--- config.mk ---
export PLATFORM = sky130hd
export DESIGN_NAME = predwb_gate
export DESIGN_NICKNAME = d
export VERILOG_FILES = /design/src/rtl/predwb_pkg.sv /design/src/rtl/predwb_cond_gen.sv /design/src/rtl/predwb_cond_test.sv /design/src/rtl/predwb_elem_ctr.sv /design/src/rtl/predwb_gate.sv
export SDC_FILE = /design/constraint.sdc
export NUM_CORES = 1
export LEC_CHECK = 0
export ABC_AREA = 1
export CORE_MARGIN = 2
export CORE_UTILIZATION = 40
export CTS_BUF_LIST = sky130_fd_sc_hd__clkbuf_4 sky130_fd_sc_hd__clkbuf_8 sky130_fd_sc_hd__clkbuf_16
export CTS_CLUSTER_SIZE = 30
export DETAILED_ROUTE_END_ITERATION = 12
export DONT_BUFFER_PORTS = 1
export GPL_TIMING_DRIVEN = 0
export PLACE_DENSITY_LB_ADDON = 0.1
export REMOVE_ABC_BUFFERS = 1
export SLEW_MARGIN = 20
export SYNTH_ARGS = -nofsm -noshare
export SYNTH_HDL_FRONTEND = slang
export SYNTH_HIERARCHICAL = 1
export SYNTH_SLANG_ARGS = --single-unit
--- constraint.sdc ---
create_clock -name clk -period 2.3 [get_ports clk]
set_input_delay 0.23 -clock clk [delete_from_list [all_inputs] [get_ports clk]]
set_output_delay 0.23 -clock clk [all_outputs]
set_load 0.02 [all_outputs]
--- src/rtl/predwb_pkg.sv ---
package predwb_pkg;

    typedef enum logic [1:0] {
        SEL_LT = 2'd0,
        SEL_GT = 2'd1,
        SEL_EQ = 2'd2,
        SEL_SO = 2'd3
    } cond_sel_e;

    typedef struct packed {
        logic lt;
        logic gt;
        logic eq;
        logic so;
    } cond_t;

    localparam int unsigned COND_W = 4;

endpackage

--- src/rtl/predwb_cond_gen.sv ---
module predwb_cond_gen
    import predwb_pkg::*;
#(
    parameter int unsigned XLEN = 64
) (
    input  logic [XLEN-1:0] result_i,
    input  logic            ovf_i,
    output cond_t           cond_o
);

    logic is_zero;
    logic is_neg;

    always_comb begin
        is_zero = (result_i == '0);
        is_neg  = result_i[XLEN-1];
        cond_o.lt = is_neg;
        cond_o.gt = !is_neg && !is_zero;
        cond_o.eq = is_zero;
        cond_o.so = ovf_i;
    end

    // the three sign flags are mutually exclusive and one is always set
    always_comb begin
        a_cond_onehot_r4: assert ($countones({cond_o.lt, cond_o.gt, cond_o.eq}) == 1 || $isunknown(result_i));
    end

endmodule

--- src/rtl/predwb_cond_test.sv ---
module predwb_cond_test
    import predwb_pkg::*;
(
    input  cond_t      cond_i,
    input  logic [1:0] sel_i,
    input  logic       inv_i,
    output logic       pass_o
);

    logic [COND_W-1:0] bits;
    logic              picked;

    always_comb begin
        bits = cond_i;
        unique case (cond_sel_e'(sel_i))
            SEL_LT:  picked = cond_i.lt;
            SEL_GT:  picked = cond_i.gt;
            SEL_EQ:  picked = cond_i.eq;
            default: picked = cond_i.so;
        endcase
        pass_o = picked ^ inv_i;
    end

    // with inv clear, a pass always means the picked bit was set
    always_comb begin
        a_pass_bit_r5: assert (!(pass_o && !inv_i) || bits[COND_W-1-sel_i] || $isunknown(sel_i));
    end

endmodule

--- src/rtl/predwb_elem_ctr.sv ---
module predwb_elem_ctr #(
    parameter int unsigned IDX_W = 7
) (
    input  logic             clk,
    input  logic             rst_n,
    input  logic             start_i,
    input  logic             adv_i,
    output logic [IDX_W-1:0] idx_o
);

    typedef struct packed {
        logic [IDX_W-1:0] cnt;
    } ctr_state_t;

    ctr_state_t st_d, st_q;
    logic [IDX_W-1:0] cur_idx;

    always_comb begin
        cur_idx = start_i ? '0 : st_q.cnt;
        st_d    = st_q;
        if (adv_i) begin
            st_d.cnt = cur_idx + 1'b1;
        end else if (start_i) begin
            st_d.cnt = '0;
        end
    end

    always_ff @(posedge clk) begin
        if (!rst_n) begin
            st_q <= '0;
        end else begin
            st_q <= st_d;
        end
    end

    assign idx_o = cur_idx;

    // an element without restart advances the count by one
    p_ctr_step_r8: assert property (@(posedge clk) disable iff (!rst_n)
        (adv_i && !start_i) |=> (st_q.cnt == $past(st_q.cnt) + 1'b1));

    // a restart with an element leaves the count at one
    p_ctr_restart_r8: assert property (@(posedge clk) disable iff (!rst_n)
        (adv_i && start_i) |=> (st_q.cnt == IDX_W'(1)));

endmodule

--- src/rtl/predwb_gate.sv ---
module predwb_gate
    import predwb_pkg::*;
#(
    parameter int unsigned XLEN  = 64,
    parameter int unsigned REG_W = 7,
    parameter int unsigned CR_W  = 7
) (
    input  logic             clk,
    input  logic             rst_n,
    input  logic             start_i,
    input  logic             valid_i,
    input  logic [XLEN-1:0]  result_i,
    input  logic             ovf_i,
    input  logic             pred_i,
    input  logic [1:0]       sel_i,
    input  logic             inv_i,
    input  logic             rc_i,
    input  logic             cmp_only_i,
    input  logic             zero_i,
    input  logic [REG_W-1:0] reg_base_i,
    input  logic [CR_W-1:0]  cr_base_i,
    output logic             reg_we_o,
    output logic [REG_W-1:0] reg_idx_o,
    output logic [XLEN-1:0]  reg_wdata_o,
    output logic             cr_we_o,
    output logic [CR_W-1:0]  cr_idx_o,
    output logic [COND_W-1:0] cr_wdata_o
);

    localparam int unsigned IDX_W = (REG_W > CR_W) ? REG_W : CR_W;

    typedef struct packed {
        logic              reg_we;
        logic [REG_W-1:0]  reg_idx;
        logic [XLEN-1:0]   reg_wdata;
        logic              cr_we;
        logic [CR_W-1:0]   cr_idx;
        logic [COND_W-1:0] cr_wdata;
    } wb_state_t;

    wb_state_t st_d, st_q;

    cond_t            cond;
    logic             pass;
    logic [IDX_W-1:0] elem_idx;
    logic             dst_zero;
    logic             src_zero;

    predwb_cond_gen #(.XLEN(XLEN)) u_cond_gen (
        .result_i (result_i),
        .ovf_i    (ovf_i),
        .cond_o   (cond)
    );

    predwb_cond_test u_cond_test (
        .cond_i (cond),
        .sel_i  (sel_i),
        .inv_i  (inv_i),
        .pass_o (pass)
    );

    predwb_elem_ctr #(.IDX_W(IDX_W)) u_elem_ctr (
        .clk     (clk),
        .rst_n   (rst_n),
        .start_i (start_i),
        .adv_i   (valid_i),
        .idx_o   (elem_idx)
    );

    always_comb begin
        // one zeroing flag drives both zeroing controls
        dst_zero = zero_i;
        src_zero = zero_i;

        st_d           = st_q;
        st_d.reg_we    = 1'b0;
        st_d.cr_we     = 1'b0;
        st_d.reg_idx   = reg_base_i + REG_W'(elem_idx);
        st_d.cr_idx    = cr_base_i + CR_W'(elem_idx);
        st_d.cr_wdata  = cond;
        st_d.reg_wdata = result_i;

        if (valid_i) begin
            if (pred_i) begin
                st_d.cr_we = rc_i || cmp_only_i;
                if (!cmp_only_i) begin
                    if (pass) begin
                        st_d.reg_we = 1'b1;
                    end else if (dst_zero) begin
                        st_d.reg_we    = 1'b1;
                        st_d.reg_wdata = '0;
                    end
                end
            end else if ((dst_zero || src_zero) && !cmp_only_i) begin
                st_d.reg_we    = 1'b1;
                st_d.reg_wdata = '0;
            end
        end
    end

    always_ff @(posedge clk) begin
        if (!rst_n) begin
            st_q <= '0;
        end else begin
            st_q <= st_d;
        end
    end

    assign reg_we_o    = st_q.reg_we;
    assign reg_idx_o   = st_q.reg_idx;
    assign reg_wdata_o = st_q.reg_wdata;
    assign cr_we_o     = st_q.cr_we;
    assign cr_idx_o    = st_q.cr_idx;
    assign cr_wdata_o  = st_q.cr_wdata;

    // an idle cycle yields no writes in the next cycle
    p_idle_quiet_r9: assert property (@(posedge clk) disable iff (!rst_n)
        !valid_i |=> (!reg_we_o && !cr_we_o));

    // masked element never stores a condition field
    p_mask_no_cr_r2: assert property (@(posedge clk) disable iff (!rst_n)
        (valid_i && !pred_i) |=> !cr_we_o);

    // compare-only never touches the register file
    p_cmp_no_reg_r7: assert property (@(posedge clk) disable iff (!rst_n)
        (valid_i && cmp_only_i) |=> !reg_we_o);

    // active element with record or compare-only stores its field
    p_cr_store_r4: assert property (@(posedge clk) disable iff (!rst_n)
        (valid_i && pred_i && (rc_i || cmp_only_i)) |=> cr_we_o);

    // masked element under zeroing writes zero
    p_mask_zero_r3: assert property (@(posedge clk) disable iff (!rst_n)
        (valid_i && !pred_i && zero_i && !cmp_only_i) |=> (reg_we_o && reg_wdata_o == '0));

    // failing element without zeroing stays silent on the register port
    p_fail_silent_r6: assert property (@(posedge clk) disable iff (!rst_n)
        (valid_i && pred_i && !pass && !zero_i) |=> !reg_we_o);

endmodule

==> run metrics <==
status completed; Setup crit end kind flip-flop; R2R Path End reg_idx_o[6]; Die H 99.6 um; Clock power frac 33.4%; sequential fraction of design power 57.3%; sequential area share after synthesis 49.9%; vias post-DR between 2000 and 3000; Clock Skew 0.00509 ns; Crit path depth 17; Via density 4.46; Worst slew margin 41.1%; share of layout cells above drive strength 1 6.69%; Final Wtd Congestion 0.763; RSZ-0062 raised after global routing no; vias in the first global route 3080; largest net degree at the start of global routing 32; Synth async-reset ratio 0%; clock root cell clkbuf_8; Antenna Cells 0; most instantiated cells after synthesis nor2_1, inv_1, dfxtp_1; final worst slack 0.279 ns; Post-Place Setup Slack -0.0626 ns; Post-Syn Instances 478; top-count cell post-synth nor2_1; GRT Total Usage 17.9%; TritonCTS sink count between 90 and 100; Initial Util 41.5%; Gates resized, CTS repair 0; Final Max Slew Viols 0; port bufs 0; pwr/cell area between 600 and 700 mW/mm^2; WS Path Type input pin to flip-flop; IO Count 174; TritonCTS Buffers 9; Gate power share 9.3%; Crit Path Max Fanout 31; Post-synth EDFFs 0; Fmax 0.495 GHz; # setup viols final 0; clock-pin slew on the worst setup and hold paths 0.09 ns; Setup TNS 0 ns; switching power about 0.9 mW; first-pass GRT wire length 14000 um; share of the clock period used by the worst path after layout approximately 88%; max cap viols 0; Post-Syn Area 0.00365 mm^2; CP required 2.54 ns; max incr delay on CP 0.32 ns; Seq cells post-synth 91; Register Area 0.00182 mm^2; Ys Warns 6; Sw Ratio 28.9%; worst hold path type input pin to flip-flop; VDD IR max 312 uV; antenna viol nets, final 0; CP delay by family, top simple AND/OR/NAND/NOR gates; final instance area 0.00461 mm^2; DP Area 0.00374 mm^2; Hold Path End cr_we_o; # fillers between 800 and 900; Avg Synthesized Cell Area about 7.6 um^2; Total Power 3.16 mW; Worst R2R Path Depth 12; ys flop type dfxtp_1; WP data arrival about 2.3 ns; hold path startpoint valid_i; number of setup buffers added after CTS 0; Area Growth Syn to Fin 26.3%; cell mode on critical path nand2_1; critical-path cell list nor2_1 -> nand2_1 -> nor2_1 -> nand2_1 -> nor2_1 -> and2_1 -> nand2_1 -> nand3_1 -> nand2_1 -> nand2_1 -> nand2_1 -> nand2_1 -> nand3_2 -> o21ai_4 -> buf_16 -> buf_16 -> nor2_1; DP HPWL 5810 um; post-synth top area cell dfxtp_1; CTS tree yes; post-synth cell types 28; total core area approximately 0.0088 mm^2; Worst setup SP type input pin; Worst-Skew Late Latency 0.34 ns; Pleak 2.34 nW; WHS between 0.03 and 0.04 ns; Die X 99.6 um; CTS max path bufs 2; DRC 0; DR WL/cell 12.8 um; Hold Crit Depth 2; First-pass DRT Iterations 4; ranking of synthesized cells by area dfxtp_1, nor2_1, inv_1; R2R Path Start u_elem_ctr/st_q[0]; Hold Fails Final Rpt 0; initial antenna violation count 0; drt total wl 8440 um; Nets 653; flop2flop setup slack around 0.43 ns; Internal 2.25 mW; die area 0.00991 mm^2; H-tree depth 3; Final min period 2.02 ns; drt initial violations 74; post-synth top area share 49.9%; grt ovf 0; slew at the pin with the worst max-slew slack 0.880 ns; Core Rows 34; CP bufs+invs 2; CP max-delay cell o21ai_4; Multi-input gate area 0.00136 mm^2
-- cells by family after synthesis --
| group | share of synthesized area, % |
|---|---|
| AND/OR/NAND/NOR | 27.5 |
| buffers and inverters | 13.0 |
| flip-flops | 49.9 |
| AO/OA/AOI/OAI | 3.60 |
| adder cells (fa/ha/maj) | 5.55 |
| XOR/XNOR | 0.480 |
-- layout by cell type (no fill, tap or decap), types with 2 or more instances in the layout --
| master | synthesis | layout |
|---|---|---|
| clkbuf_8 | 0 | 9 |
| dlygate4sd3_1 | 0 | 68 |
| xnor2_1 | 2 | 2 |
| o21ai_0 | 5 | 5 |
| buf_16 | 0 | 2 |
| a21oi_1 | 15 | 15 |
| nor2_2 | 10 | 10 |
| nand3_1 | 13 | 13 |
| nand2_1 | 70 | 70 |
| ha_1 | 13 | 13 |
| nand2_4 | 3 | 3 |
| nor2_1 | 128 | 128 |
| nand3_2 | 2 | 2 |
| inv_6 | 0 | 2 |
| inv_8 | 0 | 2 |
| nor3_1 | 2 | 2 |
| inv_1 | 97 | 97 |
| or2_1 | 2 | 2 |
| and2_1 | 4 | 4 |
| fa_1 | 2 | 2 |
| dfxtp_1 | 91 | 91 |
-- routing by layer --
layer / wire length, um / GRT usage [%]
met1: 3410 / 19.7
met5: 0 / 0
met2: 4100 / 31.4
met4: 152 / 6.74
met3: 780 / 6.47
-- layout make-up --
| type | count | share of cell area (%) |
|---|---|---|
| clock buffers | 9 | 2.68 |
| clock inverters | 7 | 1.52 |
| inverters | 98 | 8.03 |
| multi-input cells | 278 | 29.4 |
| flip-flops and latches | 91 | 39.5 |
| well taps | 108 | 2.93 |
| repair buffers | 70 | 15.9 |
-- stage by stage --
stage	utilization (%)	std cells
finish	52.4	661
global route	52.4	661
CTS	52.4	661
detailed placement	42.5	577
global placement	41.8	575
floorplan	-	467
-- state kept, by name, indices dropped and copies added, names as in the netlist --
signal / flops
cr_wdata_o: 4
reg_idx_o: 7
cr_idx_o: 7
u_elem_ctr/st_q: 7
cr_we_o: 1
reg_wdata_o: 64
reg_we_o: 1
-- power groups by stage --
stage	registers [mW]	logic, mW	clock network [mW]
after global placement	1.85	0.178	0
final	1.81	0.295	1.05
after detailed placement	1.85	0.196	0
after floorplan	1.83	0.152	0
after global routing	1.82	0.339	1.18
after CTS	1.81	0.295	1.10
-- how the worst max path moves through the flow --
stage	from	endpoint	slack, ns
floorplan	result_i[53]	reg_wdata_o[0]	0.02
global placement	result_i[3]	reg_wdata_o[55]	-0.63
detailed placement	result_i[13]	reg_wdata_o[6]	-0.06
CTS	result_i[13]	reg_wdata_o[6]	0.32
global route	result_i[13]	reg_wdata_o[6]	0.10
finish	result_i[13]	reg_wdata_o[6]	0.28
-- what timing repair did --
item                                    in CTS  in global routing
endpoints found under the setup margin       0                  0
hold buffers                                68                  0
hold endpoints to repair                    89                  0
(Power assumes the default switching activity.)
